==> src/rtl/i2c_fifo_irq_pkg.sv <==
package i2c_fifo_irq_pkg;
  localparam int BUS_W = 32;

  // Interrupt source bit positions
  localparam int B_TXE    = 0;
  localparam int B_TXNE   = 1;
  localparam int B_TXF    = 2;
  localparam int B_TXOVR  = 3;
  localparam int B_RXE    = 4;
  localparam int B_RXNF   = 5;
  localparam int B_RXF    = 6;
  localparam int B_DONE   = 19;
  localparam int B_ARB    = 24;
  localparam int B_BERR   = 25;
  localparam int B_DONENS = 28;

  localparam logic [BUS_W-1:0] CLR_BITS  = 32'h131F_007F;
  localparam logic [BUS_W-1:0] LAT_BITS  = 32'h1308_0008;
  localparam logic [BUS_W-1:0] MASK_BITS = 32'h1FFF_FFFF;

  // Register word addresses
  localparam logic [3:0] A_CTRL   = 4'd0;
  localparam logic [3:0] A_TXTHR  = 4'd1;
  localparam logic [3:0] A_RXTHR  = 4'd2;
  localparam logic [3:0] A_TXDATA = 4'd3;
  localparam logic [3:0] A_RXDATA = 4'd4;
  localparam logic [3:0] A_MASK   = 4'd5;
  localparam logic [3:0] A_RAW    = 4'd6;
  localparam logic [3:0] A_MSTAT  = 4'd7;
  localparam logic [3:0] A_CLR    = 4'd8;
endpackage

==> src/rtl/rst_sync.sv <==
module rst_sync (
  input  logic clk,
  input  logic arst_n,
  output logic srst_n
);
  logic [1:0] sync_q;

  always_ff @(posedge clk or negedge arst_n) begin
    if (!arst_n) sync_q <= 2'b00;
    else         sync_q <= {sync_q[0], 1'b1};
  end

  assign srst_n = sync_q[1];
endmodule

==> src/rtl/byte_fifo.sv <==
module byte_fifo #(
  parameter int DEPTH = 16,
  parameter int WIDTH = 8,
  localparam int AW = $clog2(DEPTH),
  localparam int CW = AW + 1
) (
  input  logic             clk,
  input  logic             rst_n,
  input  logic             clear,
  input  logic             push,
  input  logic [WIDTH-1:0] din,
  input  logic             pop,
  output logic [WIDTH-1:0] dout,
  output logic [CW-1:0]    count,
  output logic             full,
  output logic             empty
);
  logic [WIDTH-1:0] mem [DEPTH];
  logic [AW-1:0] wr_q, wr_d, rd_q, rd_d;
  logic [CW-1:0] cnt_q, cnt_d;
  logic do_push, do_pop;

  assign full    = (cnt_q == CW'(DEPTH));
  assign empty   = (cnt_q == '0);
  assign do_push = push && !full;
  assign do_pop  = pop && !empty;
  assign dout    = mem[rd_q];
  assign count   = cnt_q;

  always_comb begin
    wr_d  = wr_q;
    rd_d  = rd_q;
    cnt_d = cnt_q;
    if (clear) begin
      wr_d  = '0;
      rd_d  = '0;
      cnt_d = '0;
    end else begin
      if (do_push) wr_d = wr_q + AW'(1);
      if (do_pop)  rd_d = rd_q + AW'(1);
      cnt_d = cnt_q + CW'(do_push) - CW'(do_pop);
    end
  end

  always_ff @(posedge clk or negedge rst_n) begin
    if (!rst_n) begin
      wr_q  <= '0;
      rd_q  <= '0;
      cnt_q <= '0;
    end else begin
      wr_q  <= wr_d;
      rd_q  <= rd_d;
      cnt_q <= cnt_d;
    end
  end

  always_ff @(posedge clk) begin
    if (do_push && !clear) mem[wr_q] <= din;
  end
endmodule

==> src/rtl/flush_seq.sv <==
module flush_seq #(
  parameter int CYCLES = 4,
  localparam int CW = $clog2(CYCLES + 1)
) (
  input  logic clk,
  input  logic rst_n,
  input  logic req,
  output logic busy,
  output logic done
);
  logic          busy_q, busy_d;
  logic [CW-1:0] cnt_q, cnt_d;

  assign done = busy_q && (cnt_q == CW'(CYCLES - 1));
  assign busy = busy_q;

  always_comb begin
    busy_d = busy_q;
    cnt_d  = cnt_q;
    if (!busy_q && req) begin
      busy_d = 1'b1;
      cnt_d  = '0;
    end else if (busy_q) begin
      if (done) busy_d = 1'b0;
      else      cnt_d  = cnt_q + CW'(1);
    end
  end

  always_ff @(posedge clk or negedge rst_n) begin
    if (!rst_n) begin
      busy_q <= 1'b0;
      cnt_q  <= '0;
    end else begin
      busy_q <= busy_d;
      cnt_q  <= cnt_d;
    end
  end
endmodule

==> src/rtl/irq_ctrl.sv <==
module irq_ctrl import i2c_fifo_irq_pkg::*; (
  input  logic             clk,
  input  logic             rst_n,
  input  logic [BUS_W-1:0] live,
  input  logic [BUS_W-1:0] set_ev,
  input  logic             clr_we,
  input  logic             mask_we,
  input  logic [BUS_W-1:0] wdata,
  output logic [BUS_W-1:0] raw,
  output logic [BUS_W-1:0] mask,
  output logic [BUS_W-1:0] masked,
  output logic             irq
);
  logic [BUS_W-1:0] lat_q, lat_d, mask_q, mask_d, clr_vec;

  assign clr_vec = clr_we ? (wdata & CLR_BITS) : '0;

  always_comb begin
    lat_d  = ((lat_q & ~clr_vec) | set_ev) & LAT_BITS;
    mask_d = mask_we ? (wdata & MASK_BITS) : mask_q;
  end

  always_ff @(posedge clk or negedge rst_n) begin
    if (!rst_n) begin
      lat_q  <= '0;
      mask_q <= '0;
    end else begin
      lat_q  <= lat_d;
      mask_q <= mask_d;
    end
  end

  assign raw    = live | lat_q;
  assign mask   = mask_q;
  assign masked = raw & mask_q;
  assign irq    = |masked;
endmodule

==> src/rtl/i2c_fifo_irq.sv <==
module i2c_fifo_irq import i2c_fifo_irq_pkg::*; #(
  parameter int DEPTH        = 16,
  parameter int WIDTH        = 8,
  parameter int FLUSH_CYCLES = 4,
  parameter int ADDR_W       = 4
) (
  input  logic              clk,
  input  logic              rst_n,
  input  logic              bus_valid,
  input  logic              bus_write,
  input  logic [ADDR_W-1:0] bus_addr,
  input  logic [BUS_W-1:0]  bus_wdata,
  output logic [BUS_W-1:0]  bus_rdata,
  input  logic              eng_tx_pop,
  output logic [WIDTH-1:0]  eng_tx_data,
  output logic              eng_tx_avail,
  input  logic              eng_rx_push,
  input  logic [WIDTH-1:0]  eng_rx_data,
  output logic              eng_rx_room,
  input  logic              ev_done,
  input  logic              ev_done_nostop,
  input  logic              ev_arb_lost,
  input  logic              ev_bus_err,
  output logic              irq
);
  localparam int THR_W = $clog2(DEPTH);
  localparam int CW    = THR_W + 1;

  logic rst_ns;
  logic wr_en, rd_en;
  logic wr_ctrl, wr_txthr, wr_rxthr, wr_txdata, wr_mask, wr_clr, rd_rxdata;
  logic tx_busy, tx_done, rx_busy, rx_done;
  logic tx_full, tx_empty, rx_full, rx_empty;
  logic [CW-1:0] tx_count, rx_count;
  logic [WIDTH-1:0] rx_dout;
  logic [THR_W-1:0] tx_thr_q, tx_thr_d, rx_thr_q, rx_thr_d;
  logic tx_ovr_ev;
  logic [BUS_W-1:0] live, set_ev, raw, mask, masked;
  logic [BUS_W-1:0] rdata_q, rdata_d;

  rst_sync u_rst (.clk(clk), .arst_n(rst_n), .srst_n(rst_ns));

  assign wr_en     = bus_valid && bus_write;
  assign rd_en     = bus_valid && !bus_write;
  assign wr_ctrl   = wr_en && (bus_addr == ADDR_W'(A_CTRL));
  assign wr_txthr  = wr_en && (bus_addr == ADDR_W'(A_TXTHR));
  assign wr_rxthr  = wr_en && (bus_addr == ADDR_W'(A_RXTHR));
  assign wr_txdata = wr_en && (bus_addr == ADDR_W'(A_TXDATA));
  assign wr_mask   = wr_en && (bus_addr == ADDR_W'(A_MASK));
  assign wr_clr    = wr_en && (bus_addr == ADDR_W'(A_CLR));
  assign rd_rxdata = rd_en && (bus_addr == ADDR_W'(A_RXDATA));

  // Flush sequencers, one per FIFO
  flush_seq #(.CYCLES(FLUSH_CYCLES)) u_tx_flush (
    .clk(clk), .rst_n(rst_ns), .req(wr_ctrl && bus_wdata[0]),
    .busy(tx_busy), .done(tx_done));

  flush_seq #(.CYCLES(FLUSH_CYCLES)) u_rx_flush (
    .clk(clk), .rst_n(rst_ns), .req(wr_ctrl && bus_wdata[1]),
    .busy(rx_busy), .done(rx_done));

  byte_fifo #(.DEPTH(DEPTH), .WIDTH(WIDTH)) u_tx_fifo (
    .clk(clk), .rst_n(rst_ns), .clear(tx_done),
    .push(wr_txdata && !tx_busy), .din(bus_wdata[WIDTH-1:0]),
    .pop(eng_tx_pop && !tx_busy), .dout(eng_tx_data),
    .count(tx_count), .full(tx_full), .empty(tx_empty));

  byte_fifo #(.DEPTH(DEPTH), .WIDTH(WIDTH)) u_rx_fifo (
    .clk(clk), .rst_n(rst_ns), .clear(rx_done),
    .push(eng_rx_push && !rx_busy), .din(eng_rx_data),
    .pop(rd_rxdata && !rx_busy), .dout(rx_dout),
    .count(rx_count), .full(rx_full), .empty(rx_empty));

  assign eng_tx_avail = !tx_empty && !tx_busy;
  assign eng_rx_room  = !rx_full && !rx_busy;
  assign tx_ovr_ev    = wr_txdata && !tx_busy && tx_full;

  // Threshold registers
  always_comb begin
    tx_thr_d = wr_txthr ? bus_wdata[THR_W-1:0] : tx_thr_q;
    rx_thr_d = wr_rxthr ? bus_wdata[THR_W-1:0] : rx_thr_q;
  end

  always_ff @(posedge clk or negedge rst_ns) begin
    if (!rst_ns) begin
      tx_thr_q <= '0;
      rx_thr_q <= '0;
    end else begin
      tx_thr_q <= tx_thr_d;
      rx_thr_q <= rx_thr_d;
    end
  end

  // Interrupt sources
  always_comb begin
    live           = '0;
    live[B_TXE]    = tx_empty;
    live[B_TXNE]   = (tx_count <= CW'(tx_thr_q));
    live[B_TXF]    = tx_full;
    live[B_RXE]    = rx_empty;
    live[B_RXNF]   = (rx_count >= CW'(rx_thr_q));
    live[B_RXF]    = rx_full;
    set_ev           = '0;
    set_ev[B_TXOVR]  = tx_ovr_ev;
    set_ev[B_DONE]   = ev_done;
    set_ev[B_ARB]    = ev_arb_lost;
    set_ev[B_BERR]   = ev_bus_err;
    set_ev[B_DONENS] = ev_done_nostop;
  end

  irq_ctrl u_irq (
    .clk(clk), .rst_n(rst_ns), .live(live), .set_ev(set_ev),
    .clr_we(wr_clr), .mask_we(wr_mask), .wdata(bus_wdata),
    .raw(raw), .mask(mask), .masked(masked), .irq(irq));

  // Read data path
  always_comb begin
    rdata_d = '0;
    case (bus_addr)
      ADDR_W'(A_CTRL):   rdata_d = BUS_W'({rx_busy, tx_busy});
      ADDR_W'(A_TXTHR):  rdata_d = BUS_W'(tx_thr_q);
      ADDR_W'(A_RXTHR):  rdata_d = BUS_W'(rx_thr_q);
      ADDR_W'(A_RXDATA): rdata_d = (rx_empty || rx_busy) ? '0 : BUS_W'(rx_dout);
      ADDR_W'(A_MASK):   rdata_d = mask;
      ADDR_W'(A_RAW):    rdata_d = raw;
      ADDR_W'(A_MSTAT):  rdata_d = masked;
      default:           rdata_d = '0;
    endcase
  end

  always_ff @(posedge clk or negedge rst_ns) begin
    if (!rst_ns)    rdata_q <= '0;
    else if (rd_en) rdata_q <= rdata_d;
  end

  assign bus_rdata = rdata_q;
endmodule

==> config.mk <==
export PLATFORM = sky130hd
export DESIGN_NAME = i2c_fifo_irq
export DESIGN_NICKNAME = d
export VERILOG_FILES = /design/src/rtl/i2c_fifo_irq_pkg.sv /design/src/rtl/rst_sync.sv /design/src/rtl/byte_fifo.sv /design/src/rtl/flush_seq.sv /design/src/rtl/irq_ctrl.sv /design/src/rtl/i2c_fifo_irq.sv
export SDC_FILE = /design/constraint.sdc
export NUM_CORES = 1
export LEC_CHECK = 0
export BUFFER_PORTS_ARGS = -buffer_cell sky130_fd_sc_hd__clkbuf_2
export CAP_MARGIN = 20
export CORE_MARGIN = 1
export CORE_UTILIZATION = 35
export CTS_CLUSTER_SIZE = 20
export DETAILED_ROUTE_END_ITERATION = 16
export HOLD_SLACK_MARGIN = 0.03
export SLEW_MARGIN = 40
export SYNTH_ARGS = -nofsm -noshare
export SYNTH_HDL_FRONTEND = slang
export SYNTH_SLANG_ARGS = --single-unit
==> constraint.sdc <==
create_clock -name clk -period 5.24 [get_ports clk]
set_input_delay 0.524 -clock clk [delete_from_list [all_inputs] [get_ports clk]]
set_output_delay 0.524 -clock clk [all_outputs]
set_load 0.1 [all_outputs]
==> reports/qor.txt, run 1 <==
Outcome -> completed
Final setup violation count -> 0
Cells after Synth -> 892
Unrepaired setup endpoints after global routing -> no
Yosys Warn Count -> 0
Internal power -> 6.02 mW
Clock Power Share -> 31.6%
DRT Wirelength -> 33900 um
Final ANT Viol Nets -> 0
Top FF cell, synth -> edfxtp_1
Top Metal Used -> met4
Chip width -> 210 um
Buffers added on ports -> 90
WP data arrival -> 3.29 ns
Layout area overhead -> 17.1%
Register area -> 10400 um2
Mean Syn Cell Area -> 17.0 um2
Core area -> 42300 um2
Clock slew at reported path FFs -> 0.06 ns
Asr flop ratio synth -> 29.5%
# rows -> 75
Critical Path RT -> 4.72 ns
ANT cells -> 0
Crit. End Element -> output port
Max_slew headroom -> 47.6%
Vias after detailed routing -> 8033
First-pass detailed-route iteration total -> 5
GPL Wtd Cong -> 0.831
DIE AREA -> 44100 um2
Final Hold Fails -> 0
Peak supply drop -> 0.466 mV
Vias in the first global route -> 8304
Synth cell types -> 58
Clk buf depth -> 3
Worst Hold Class -> in2reg
First-pass GRT wire length -> 51600 um
Met2 WL -> 16700 um
DR DRC count -> 0
Post-synth top cells -> edfxtp_1 (256), dfrtp_1 (107), mux4_2 (57)
Most common cell in the netlist -> edfxtp_1
Metal1 wirelength -> 14600 um
Maxcap violations -> 0
Worst Max-Slew Pin Slew -> 0.775 ns
HPWL Detailed -> 21900 um
Yosys top cell by area -> edfxtp_1
Pwr dens -> 509 nW/um2
Initial DRC Count -> 643
Setup WS post-layout -> 1.43 ns
EDFF count, synth -> 256
Part of the power in combinational logic -> 26.9%
NumNets Final -> 1090
CTS H-tree lvls -> 2
Wirelength per Cell -> 21.1 um
Pin count of the biggest net entering global routing -> 43
Area taken by multi-input logic gates -> 4510 um2
Root buffer cell -> clkbuf_16
NetSw -> 3.01 mW
Setup TNS -> 0 ns
Initial antenna violation count -> 0
Flop pwr share -> 41.5%
R2r setup slk -> 2.13 ns
Share of layout cells above drive strength 1 -> 27.8%
TritonCTS clock tree -> yes
Global-route usage over all layers -> 15.8%
Leak -> 6.53 nW
Synth Cell Area -> 15200 um2
Setup Skew -> 0.0249 ns
Sw frac -> 33.3%
Worst Path Max Fanout -> 20
Grt total ovfl -> 0
Clk Latency, worst-skew pair -> 0.56 ns
Final worst path period need -> 3.81 ns
Clock Sinks -> 363
Boundary Pins -> 97
CTS Buf Count -> 39
# fillers -> 3782
Critical path class -> reg2out
Pre-CTS setup slack -> 1.79 ns
Fin crit share -> 72.8%
Starting Density -> 35.8%
DR WL met3 -> 1580 um
Vias per cell -> 5.00
Die Span Y -> 210 um
Share of the synthesized area in the top cell type -> 50.7%
Fmax -> 0.262 GHz
Startpoint types -> flip-flop
Slew Limit Fails -> 0
Cells taking the most area after synthesis -> edfxtp_1 (51%), dfrtp_1 (18%), mux4_2 (8.5%)
Register bit total from synthesis -> 363
Sequential-to-total area share from yosys stat -> 68.4%
==> power groups by stage <==
stage / Combinational (mW) / Sequential (mW) / Clock (mW)
5_1_grt: 2.63 / 3.80 / 3.03
3_3_place_gp: 2.40 / 3.79 / 0
6_report: 2.43 / 3.75 / 2.85
3_5_place_dp: 2.45 / 3.81 / 0
2_1_floorplan: 2.04 / 3.63 / 0
4_1_cts: 2.46 / 3.75 / 2.92
==> final cells by class <==
| class | instances | area share, % |
|---|---|---|
| clock inverters | 16 | 1.23 |
| clock buffers | 56 | 6.38 |
| repair buffers | 111 | 3.63 |
| inverters | 39 | 0.825 |
| multi-input cells | 446 | 25.4 |
| well taps | 577 | 4.07 |
| flip-flops and latches | 363 | 58.5 |
==> kinds of logic after synthesis <==
group,after synthesis,synth area share [%]
flip-flops,363,68.4
AO/OA/AOI/OAI,103,4.85
adder cells (fa/ha/maj),36,3.07
XOR/XNOR,18,1.04
other,2,0.0496
buffers and inverters,85,2.53
AND/OR/NAND/NOR,159,5.22
multiplexers,126,14.8
==> per-layer routing <==
layer  up-vias  track usage (%)
met5         -                0
met4         0             5.61
met3        54             3.17
met2       184             26.1
met1      4106             20.7
li1       3689                -
==> flip-flops by register name, summed over array words and instances (netlist names) <==
| register | count |
|---|---|
| u_rst.sync_q | 2 |
| u_tx_fifo.mem | 128 |
| u_tx_flush.cnt_q | 3 |
| u_rx_flush.cnt_q | 3 |
| u_rx_fifo.rd_q | 4 |
| u_tx_fifo.wr_q | 4 |
| rx_thr_q | 4 |
| u_tx_flush.busy | 1 |
| u_rx_flush.busy | 1 |
| bus_rdata | 29 |
| tx_thr_q | 4 |
| u_tx_fifo.rd_q | 4 |
| u_irq.lat_q | 5 |
| u_tx_fifo.count | 5 |
| u_irq.mask | 29 |
| u_rx_fifo.wr_q | 4 |
| u_rx_fifo.mem | 128 |
| u_rx_fifo.count | 5 |
==> placed cells by master, fill, tap and decap left out, types with 6 or more instances in the layout <==
cell type  synthesis  final
a22o_1            21     21
xnor2_1            7      7
nand2_1           36     36
mux4_1            14     14
buf_4              4     18
xor2_1            11     11
nand2b_1           7      7
mux2i_1           18     18
clkinv_1           0      6
a221o_1            6      6
inv_1             39     39
and2_1            11     11
nor2b_1           13     13
clkbuf_8           0      7
o22ai_1            6      6
mux2_2            37     37
mux4_2            57     57
a21oi_1           15     15
edfxtp_1         256    256
a21o_1             6      6
o21ai_0           21     21
nor3_1            12      7
nor2_2             0     13
dfrtp_1          107    104
clkbuf_1          23      9
ha_1              34     34
nor2_1            52     38
clkbuf_2           0     90
clkbuf_16          0     40
==> stage by stage <==
stage	cells	util (%)	power (mW)	area (um2)	hold WS (ns)
2_1_floorplan	894	-	5.67	15200	0.228
3_3_place_gp	1533	38.4	6.19	16300	0.310
3_5_place_dp	1535	38.7	6.27	16400	0.262
4_1_cts	1608	41.9	9.14	17700	0.133
5_1_grt	1608	41.9	9.46	17700	0.144
6_report	1608	41.9	9.03	17700	0.165
==> worst paths after layout <==
path / start / end / depth (start not counted)
worst max register to register: u_tx_fifo.count[2]$_DFF_PN0_ / u_tx_fifo.count[4]$_DFF_PN0_ / 13
min in group asynchronous: u_rst.sync_q[1]$_DFF_PN0_ / u_tx_fifo.count[4]$_DFF_PN0_ / 0
worst max-delay path: u_tx_fifo.rd_q[0]$_DFFE_PN0P_ / eng_tx_data[0] / 4
worst min register to register: u_rst.sync_q[1]$_DFF_PN0_ / u_tx_fifo.count[4]$_DFF_PN0_ / 0
worst min-delay path: ev_arb_lost / u_irq.lat_q[24]$_DFF_PN0_ / 2
max in group asynchronous: u_rst.sync_q[1]$_DFF_PN0_ / u_rx_fifo.rd_q[1]$_DFFE_PN0P_ / 1
==> what timing repair did <==
item | in CTS | in global routing
resized for setup | 0 | 0
hold endpoints to repair | 2 | 0
hold buffers | 1 | 0
setup buffers | 0 | 0
==> critical path, stage by stage, from the launching register on <==
cell and delay [ns]:
dfrtp_2 0.84, buf_4 0.43, mux4_2 0.60, mux4_2 0.47
clkbuf_2 0.38
(Power assumes the default switching activity.)
==> run 2: changes to the inputs <==
clock period = 3.7 ns   (was 5.24 ns; I/O delays follow)
==> reports/qor.txt, run 2 (same netlist as run 1, synthesis figures left out) <==
# rows -> 75 (unchanged)
Number of hold buffers added after CTS -> 22 (was 1)
Commonest cells after routing, fill and taps aside -> edfxtp_1 (256), dfrtp_1 (102), clkbuf_2 (90), mux4_2 (57), nor2_1 (51) (was edfxtp_1 (256), dfrtp_1 (104), clkbuf_2 (90), mux4_2 (57), clkbuf_16 (40))
Core area -> 42300 um2 (unchanged)
Initial DRC Count -> 537 (was 643)
Leak -> 6.70 nW (was 6.53 nW)
TritonCTS clock tree -> yes (unchanged)
Peak supply drop -> 0.598 mV (was 0.466 mV)
Fmax -> 0.302 GHz
Clk Latency, worst-skew pair -> 0.56 ns (about the same)
Reg2Reg Depth -> 14 (was 13)
Biggest regs -> u_rx_fifo.mem (128), u_tx_fifo.mem (128) (unchanged)
DR WL met3 -> 1580 um (about the same)
Setup bufs post-CTS -> 0 (unchanged)
Critical Path RT -> 3.33 ns (was 4.72 ns)
Final Hold Fails -> 0 (unchanged)
Slew Limit Fails -> 0 (unchanged)
Vias after detailed routing -> 8306 (was 8033)
Setup TNS -> 0 ns (unchanged)
Layout area overhead -> 18.8% (was 17.1%)
Vias per cell -> 5.01 (was 5.00)
Reg-to-reg endpoint -> u_rx_fifo.count[4]$_DFF_PN0_ (was u_tx_fifo.count[4]$_DFF_PN0_)
Boundary Pins -> 97 (unchanged)
Final setup violation count -> 0 (unchanged)
# fillers -> 3782 (unchanged)
First-pass detailed-route iteration total -> 5 (unchanged)
Global-route usage over all layers -> 15.9% (was 15.8%)
GPL Wtd Cong -> 0.815 (was 0.831)
Post-Route Utilization -> 42.5% (was 41.9%)
Worst Path Buf+Inv -> 2 (unchanged)
Setup crit start -> u_tx_fifo.rd_q[0]$_DFFE_PN0P_ (unchanged)
Max_slew headroom -> 56.5% (was 47.6%)
Outcome -> completed (unchanged)
Die Span Y -> 210 um (unchanged)
Metal1 wirelength -> 15400 um (was 14600 um)
Register area -> 10400 um2 (about the same)
Setup Skew -> 0.0140 ns (was 0.0249 ns)
R2R Path Start -> u_rx_fifo.count[2]$_DFF_PN0_ (was u_tx_fifo.count[2]$_DFF_PN0_)
Startpoint types -> flip-flop (unchanged)
Pin count of the biggest net entering global routing -> 40 (was 43)
Resize count post-CTS -> 0 (unchanged)
NumNets Final -> 1139 (was 1090)
Buffers added on ports -> 90 (unchanged)
Area taken by multi-input logic gates -> 4430 um2 (was 4510 um2)
Critical path class -> reg2out (unchanged)
Clock Sinks -> 363 (unchanged)
Chip width -> 210 um (unchanged)
DR DRC count -> 0 (unchanged)
CTS Buf Count -> 40 (was 39)
HPWL Detailed -> 22400 um (was 21900 um)
DIE AREA -> 44100 um2 (unchanged)
Critical-path cell list -> buf_12 -> mux4_2 -> mux4_2 -> clkbuf_2 (was buf_4 -> mux4_2 -> mux4_2 -> clkbuf_2)
Worst Hold Class -> in2reg (unchanged)
Met2 WL -> 16600 um (was 16700 um)
Initial antenna violation count -> 1 (was 0)
Top Metal Used -> met5 (was met4)
Worst Max-Slew Pin Slew -> 0.653 ns (was 0.775 ns)
Crit. End Element -> output port (unchanged)
Final worst path period need -> 3.31 ns
CP most frequent cell -> mux4_2 (unchanged)
Vias in the first global route -> 8358 (was 8304)
Share of layout cells above drive strength 1 -> 27.2% (was 27.8%)
First-pass GRT wire length -> 52200 um (was 51600 um)
Worst Path Max Fanout -> 16 (was 20)
Root buffer cell -> clkbuf_16 (unchanged)
Most common cell after layout, fill and taps aside -> edfxtp_1 (unchanged)
Setup crit end -> eng_tx_data[3] (was eng_tx_data[0])
Grt total ovfl -> 0 (unchanged)
Stages on worst setup path -> 4 (unchanged)
Fin crit share -> 89.4%
Slowest cell on the critical path -> dfrtp_2 (unchanged)
Wirelength per Cell -> 20.7 um (was 21.1 um)
DRT Wirelength -> 34300 um (was 33900 um)
Cell family with the largest share of critical-path delay -> multiplexers (unchanged)
CP peak stage delay -> 0.67 ns (was 0.84 ns)
Clk buf depth -> 3 (unchanged)
Starting Density -> 35.8% (unchanged)
Maxcap violations -> 0 (unchanged)
Unrepaired setup endpoints after global routing -> no (unchanged)
WP data arrival -> 2.94 ns (was 3.29 ns)
Final ANT Viol Nets -> 0 (unchanged)
Clock slew at reported path FFs -> 0.06 ns (about the same)
ANT cells -> 0 (unchanged)
Pwr dens -> 698 nW/um2 (was 509 nW/um2)
CTS H-tree lvls -> 2 (unchanged)
R2r setup slk -> 0.59 ns (was 2.13 ns)
[run 2: cell types whose count changed in the layout (fill, tap and decap cells not counted), sizes merged]
| cell | previous run | this run |
|---|---|---|
| clkbuf | 146 | 141 |
| bufinv | 4 | 2 |
| buf | 20 | 47 |
| dlygate4sd3 | 1 | 22 |
| inv | 40 | 39 |
| clkinv | 10 | 20 |
[run 2: per-stage QoR]
step                total power [mW]  instance area, um2  cells  hold slack (ns)  setup slack (ns)
finish                          12.6               18000   1658           0.0693             0.390
detailed placement              8.90               16500   1562            0.161             0.631
global placement                8.84               16500   1559            0.157             0.647
floorplan                       8.03               15200    894           0.0744             0.499
CTS                             12.7               18000   1658           0.0313             0.311
global route                    13.2               18000   1658           0.0465             0.281
[run 2: power breakdown]
part | total [mW] | internal, mW | leakage (nW) | switching (mW)
clock | 3.78 | 2.17 | 0.602 | 1.61
sequential | 5.21 | 4.77 | 3.66 | 0.444
combinational | 3.58 | 1.40 | 2.43 | 2.18
[run 2: per-layer routing]
layer / vias to the layer above / GRT usage [%]
li1: 3776 / -
met5: - / 0
met2: 195 / 25.5
met3: 51 / 2.99
met1: 4282 / 22.0
met4: 2 / 5.21
[run 2: area by class of cell]
cell class,count,share of cell area (%)
well taps,577,4.01
repair buffers,159,5.98
clock buffers,51,5.85
multi-input cells,446,24.6
inverters,39,0.813
clock inverters,23,1.08
flip-flops and latches,363,57.6
[run 2: worst min path at each step]
stage	startpoint	endpoint	slack [ns]	cells after the start
2_1_floorplan	rst_n	u_rst.sync_q[0]$_DFF_PN0_	0.07	0
3_3_place_gp	rst_n	u_rst.sync_q[0]$_DFF_PN0_	0.16	1
3_5_place_dp	rst_n	u_rst.sync_q[0]$_DFF_PN0_	0.16	1
4_1_cts	bus_wdata[16]	u_irq.mask[16]$_DFFE_PN0P_	0.03	2
5_1_grt	bus_wdata[16]	u_irq.mask[16]$_DFFE_PN0P_	0.05	2
6_report	bus_wdata[16]	u_irq.mask[16]$_DFFE_PN0P_	0.07	2
==> run 3: changes to the inputs <==
BUFFER_PORTS_ARGS = default   (was -buffer_cell sky130_fd_sc_hd__clkbuf_2)
DONT_BUFFER_PORTS = 1   (was default)
==> reports/qor.txt, run 3 (same netlist as run 1, synthesis figures left out) <==
Clk buf depth -> 3 (unchanged)
Final ANT Viol Nets -> 0 (unchanged)
Setup TNS -> 0 ns (unchanged)
Final setup violation count -> 0 (unchanged)
Final worst path period need -> 3.17 ns (was 3.31 ns)
Critical path class -> reg2reg (was reg2out)
Worst Max-Slew Pin Slew -> 0.789 ns (was 0.653 ns)
Die Span Y -> 210 um (unchanged)
Fin crit share -> 85.6% (was 89.4%)
Startpoint types -> flip-flop (unchanged)
Sw frac -> 33.3% (was 33.7%)
Leak -> 6.38 nW (was 6.70 nW)
Share of layout cells above drive strength 1 -> 23.8% (was 27.2%)
Vias per cell -> 5.07 (was 5.01)
CTS Buf Count -> 40 (unchanged)
Root buffer cell -> clkbuf_16 (unchanged)
Grt total ovfl -> 0 (unchanged)
Critical Path RT -> 4.18 ns (was 3.33 ns)
Slew Limit Fails -> 0 (unchanged)
Commonest cells after routing, fill and taps aside -> edfxtp_1 (256), dfrtp_1 (74), mux4_2 (57), nor2_1 (49), dlygate4sd3_1 (47) (was edfxtp_1 (256), dfrtp_1 (102), clkbuf_2 (90), mux4_2 (57), nor2_1 (51))
Worst Hold Class -> in2reg (unchanged)
Setup Skew -> 0.0341 ns (was 0.0140 ns)
Worst Path Max Fanout -> 5 (was 16)
Clock Power Share -> 30.8% (was 30.1%)
DIE AREA -> 44100 um2 (unchanged)
Layout area overhead -> 18.1% (was 18.8%)
Setup WS post-layout -> 0.531 ns (was 0.390 ns)
Boundary Pins -> 97 (unchanged)
Vias after detailed routing -> 8067 (was 8306)
Most common cell after layout, fill and taps aside -> edfxtp_1 (unchanged)
Starting Density -> 35.8% (unchanged)
First-pass GRT wire length -> 51700 um (was 52200 um)
Initial antenna violation count -> 1 (unchanged)
Clk Latency, worst-skew pair -> 0.57 ns (was 0.56 ns)
NetSw -> 4.20 mW (was 4.23 mW)
Unrepaired setup endpoints after global routing -> no (unchanged)
Maxcap violations -> 0 (unchanged)
Chip width -> 210 um (unchanged)
Biggest regs -> u_rx_fifo.mem (128), u_tx_fifo.mem (128) (unchanged)
Outcome -> completed (unchanged)
Core area -> 42300 um2 (unchanged)
Internal power -> 8.40 mW (was 8.34 mW)
DR DRC count -> 0 (unchanged)
Pin count of the biggest net entering global routing -> 39 (was 40)
Resize count post-CTS -> 0 (unchanged)
DRT Wirelength -> 33600 um (was 34300 um)
First-pass detailed-route iteration total -> 5 (unchanged)
Part of the power in combinational logic -> 27.5% (was 28.5%)
Peak supply drop -> 0.388 mV (was 0.598 mV)
Global-route usage over all layers -> 15.7% (was 15.9%)
Initial DRC Count -> 580 (was 537)
HPWL Detailed -> 22000 um (was 22400 um)
Wirelength per Cell -> 21.1 um (was 20.7 um)
Max_slew headroom -> 47.2% (was 56.5%)
Setup bufs post-CTS -> 0 (unchanged)
Pre-CTS setup slack -> 0.510 ns (was 0.631 ns)
Clock slew at reported path FFs -> 0.06 ns (about the same)
Flop pwr share -> 41.7% (was 41.5%)
Vias in the first global route -> 8480 (was 8358)
# rows -> 75 (unchanged)
Pwr dens -> 704 nW/um2 (was 698 nW/um2)
CTS H-tree lvls -> 2 (unchanged)
WP data arrival -> 3.65 ns (was 2.94 ns)
Crit. End Element -> flip-flop (was output port)
Buffers added on ports -> 0 (was 90)
Fmax -> 0.316 GHz (was 0.302 GHz)
NumNets Final -> 1073 (was 1139)
Final Hold Fails -> 0 (unchanged)
TritonCTS clock tree -> yes (unchanged)
Clock Sinks -> 363 (unchanged)
Number of hold buffers added after CTS -> 48 (was 22)
GPL Wtd Cong -> 0.799 (was 0.815)
-- run 3: cell types whose count changed in the layout (fill, tap and decap cells not counted), moves of 6 or more --
cell,before,now
dfrtp_1,102,74
dlygate4sd3_1,22,47
clkbuf_2,90,0
clkinv_1,11,5
dfrtp_2,4,32
-- run 3: worst max-delay path, cell delays in order (launching register included) --
cell	delay, ns
dfrtp_1	0.37
inv_1	0.07
ha_1	0.22
nor4b_1	0.16
nor3b_1	0.66
ha_1	0.22
inv_1	0.04
ha_1	0.22
fa_1	0.40
a21oi_1	0.19
nor2_1	0.07
or3_1	0.33
a21oi_1	0.14
-- run 3: cell type report --
cell class	count	area [um2]
Timing Repair Buffer	93	871
Inverter	39	146
Multi-Input combinational cell	446	4460
Clock inverter	21	210
Tap cell	577	722
Fill cell	3711	24400
Sequential cell	363	10400
Antenna cell	1	2.50
Clock buffer	52	1080
-- run 3: per-layer routing --
layer / GRT usage [%] / routed length, um / share of wire [%] / vias to the layer above
met5: 0 / 13 / 0.039 / -
met4: 5.86 / 971 / 2.9 / 2
met3: 3.52 / 1710 / 5.1 / 59
met2: 25.2 / 16200 / 48 / 196
met1: 21.0 / 14700 / 44 / 4162
li1: - / - / - / 3648
-- run 3: through the flow --
stage | instances | hold WS (ns) | instance area [um2] | power, mW | util, %
finish | 1592 | 0.0583 | 17900 | 12.6 | 42.3
global route | 1591 | 0.0675 | 17900 | 13.2 | 42.3
CTS | 1590 | 0.0359 | 17900 | 12.7 | 42.2
detailed placement | 1469 | 0.0745 | 16100 | 8.75 | 38.0
global placement | 1466 | 0.0745 | 16000 | 8.69 | 37.8
floorplan | 894 | 0.0744 | 15200 | 8.03 | -
-- run 3: power by group through the flow --
stage / sequential [mW] / combinational, mW / clock, mW
after global placement: 5.34 / 3.35 / 0
after floorplan: 5.14 / 2.89 / 0
after global routing: 5.31 / 3.78 / 4.15
after CTS: 5.26 / 3.51 / 3.98
final: 5.25 / 3.46 / 3.89
after detailed placement: 5.34 / 3.41 / 0
-- run 3: worst paths after layout --
kind,from,end,slack (ns),cells past startpoint
min in group asynchronous,u_rst.sync_q[1]$_DFF_PN0_,bus_rdata[6]$_DFFE_PN0P_,0.10,0
max in group asynchronous,u_rst.sync_q[1]$_DFF_PN0_,rx_thr_q[3]$_DFFE_PN0P_,2.81,2
setup reg to reg,u_tx_fifo.count[2]$_DFF_PN0_,u_tx_fifo.count[4]$_DFF_PN0_,0.53,12
hold reg to reg,u_rst.sync_q[1]$_DFF_PN0_,bus_rdata[6]$_DFFE_PN0P_,0.10,0
hold / removal,bus_wdata[1],u_rx_flush.busy$_DFF_PN0_,0.06,2
setup / recovery,u_tx_fifo.count[2]$_DFF_PN0_,u_tx_fifo.count[4]$_DFF_PN0_,0.53,12
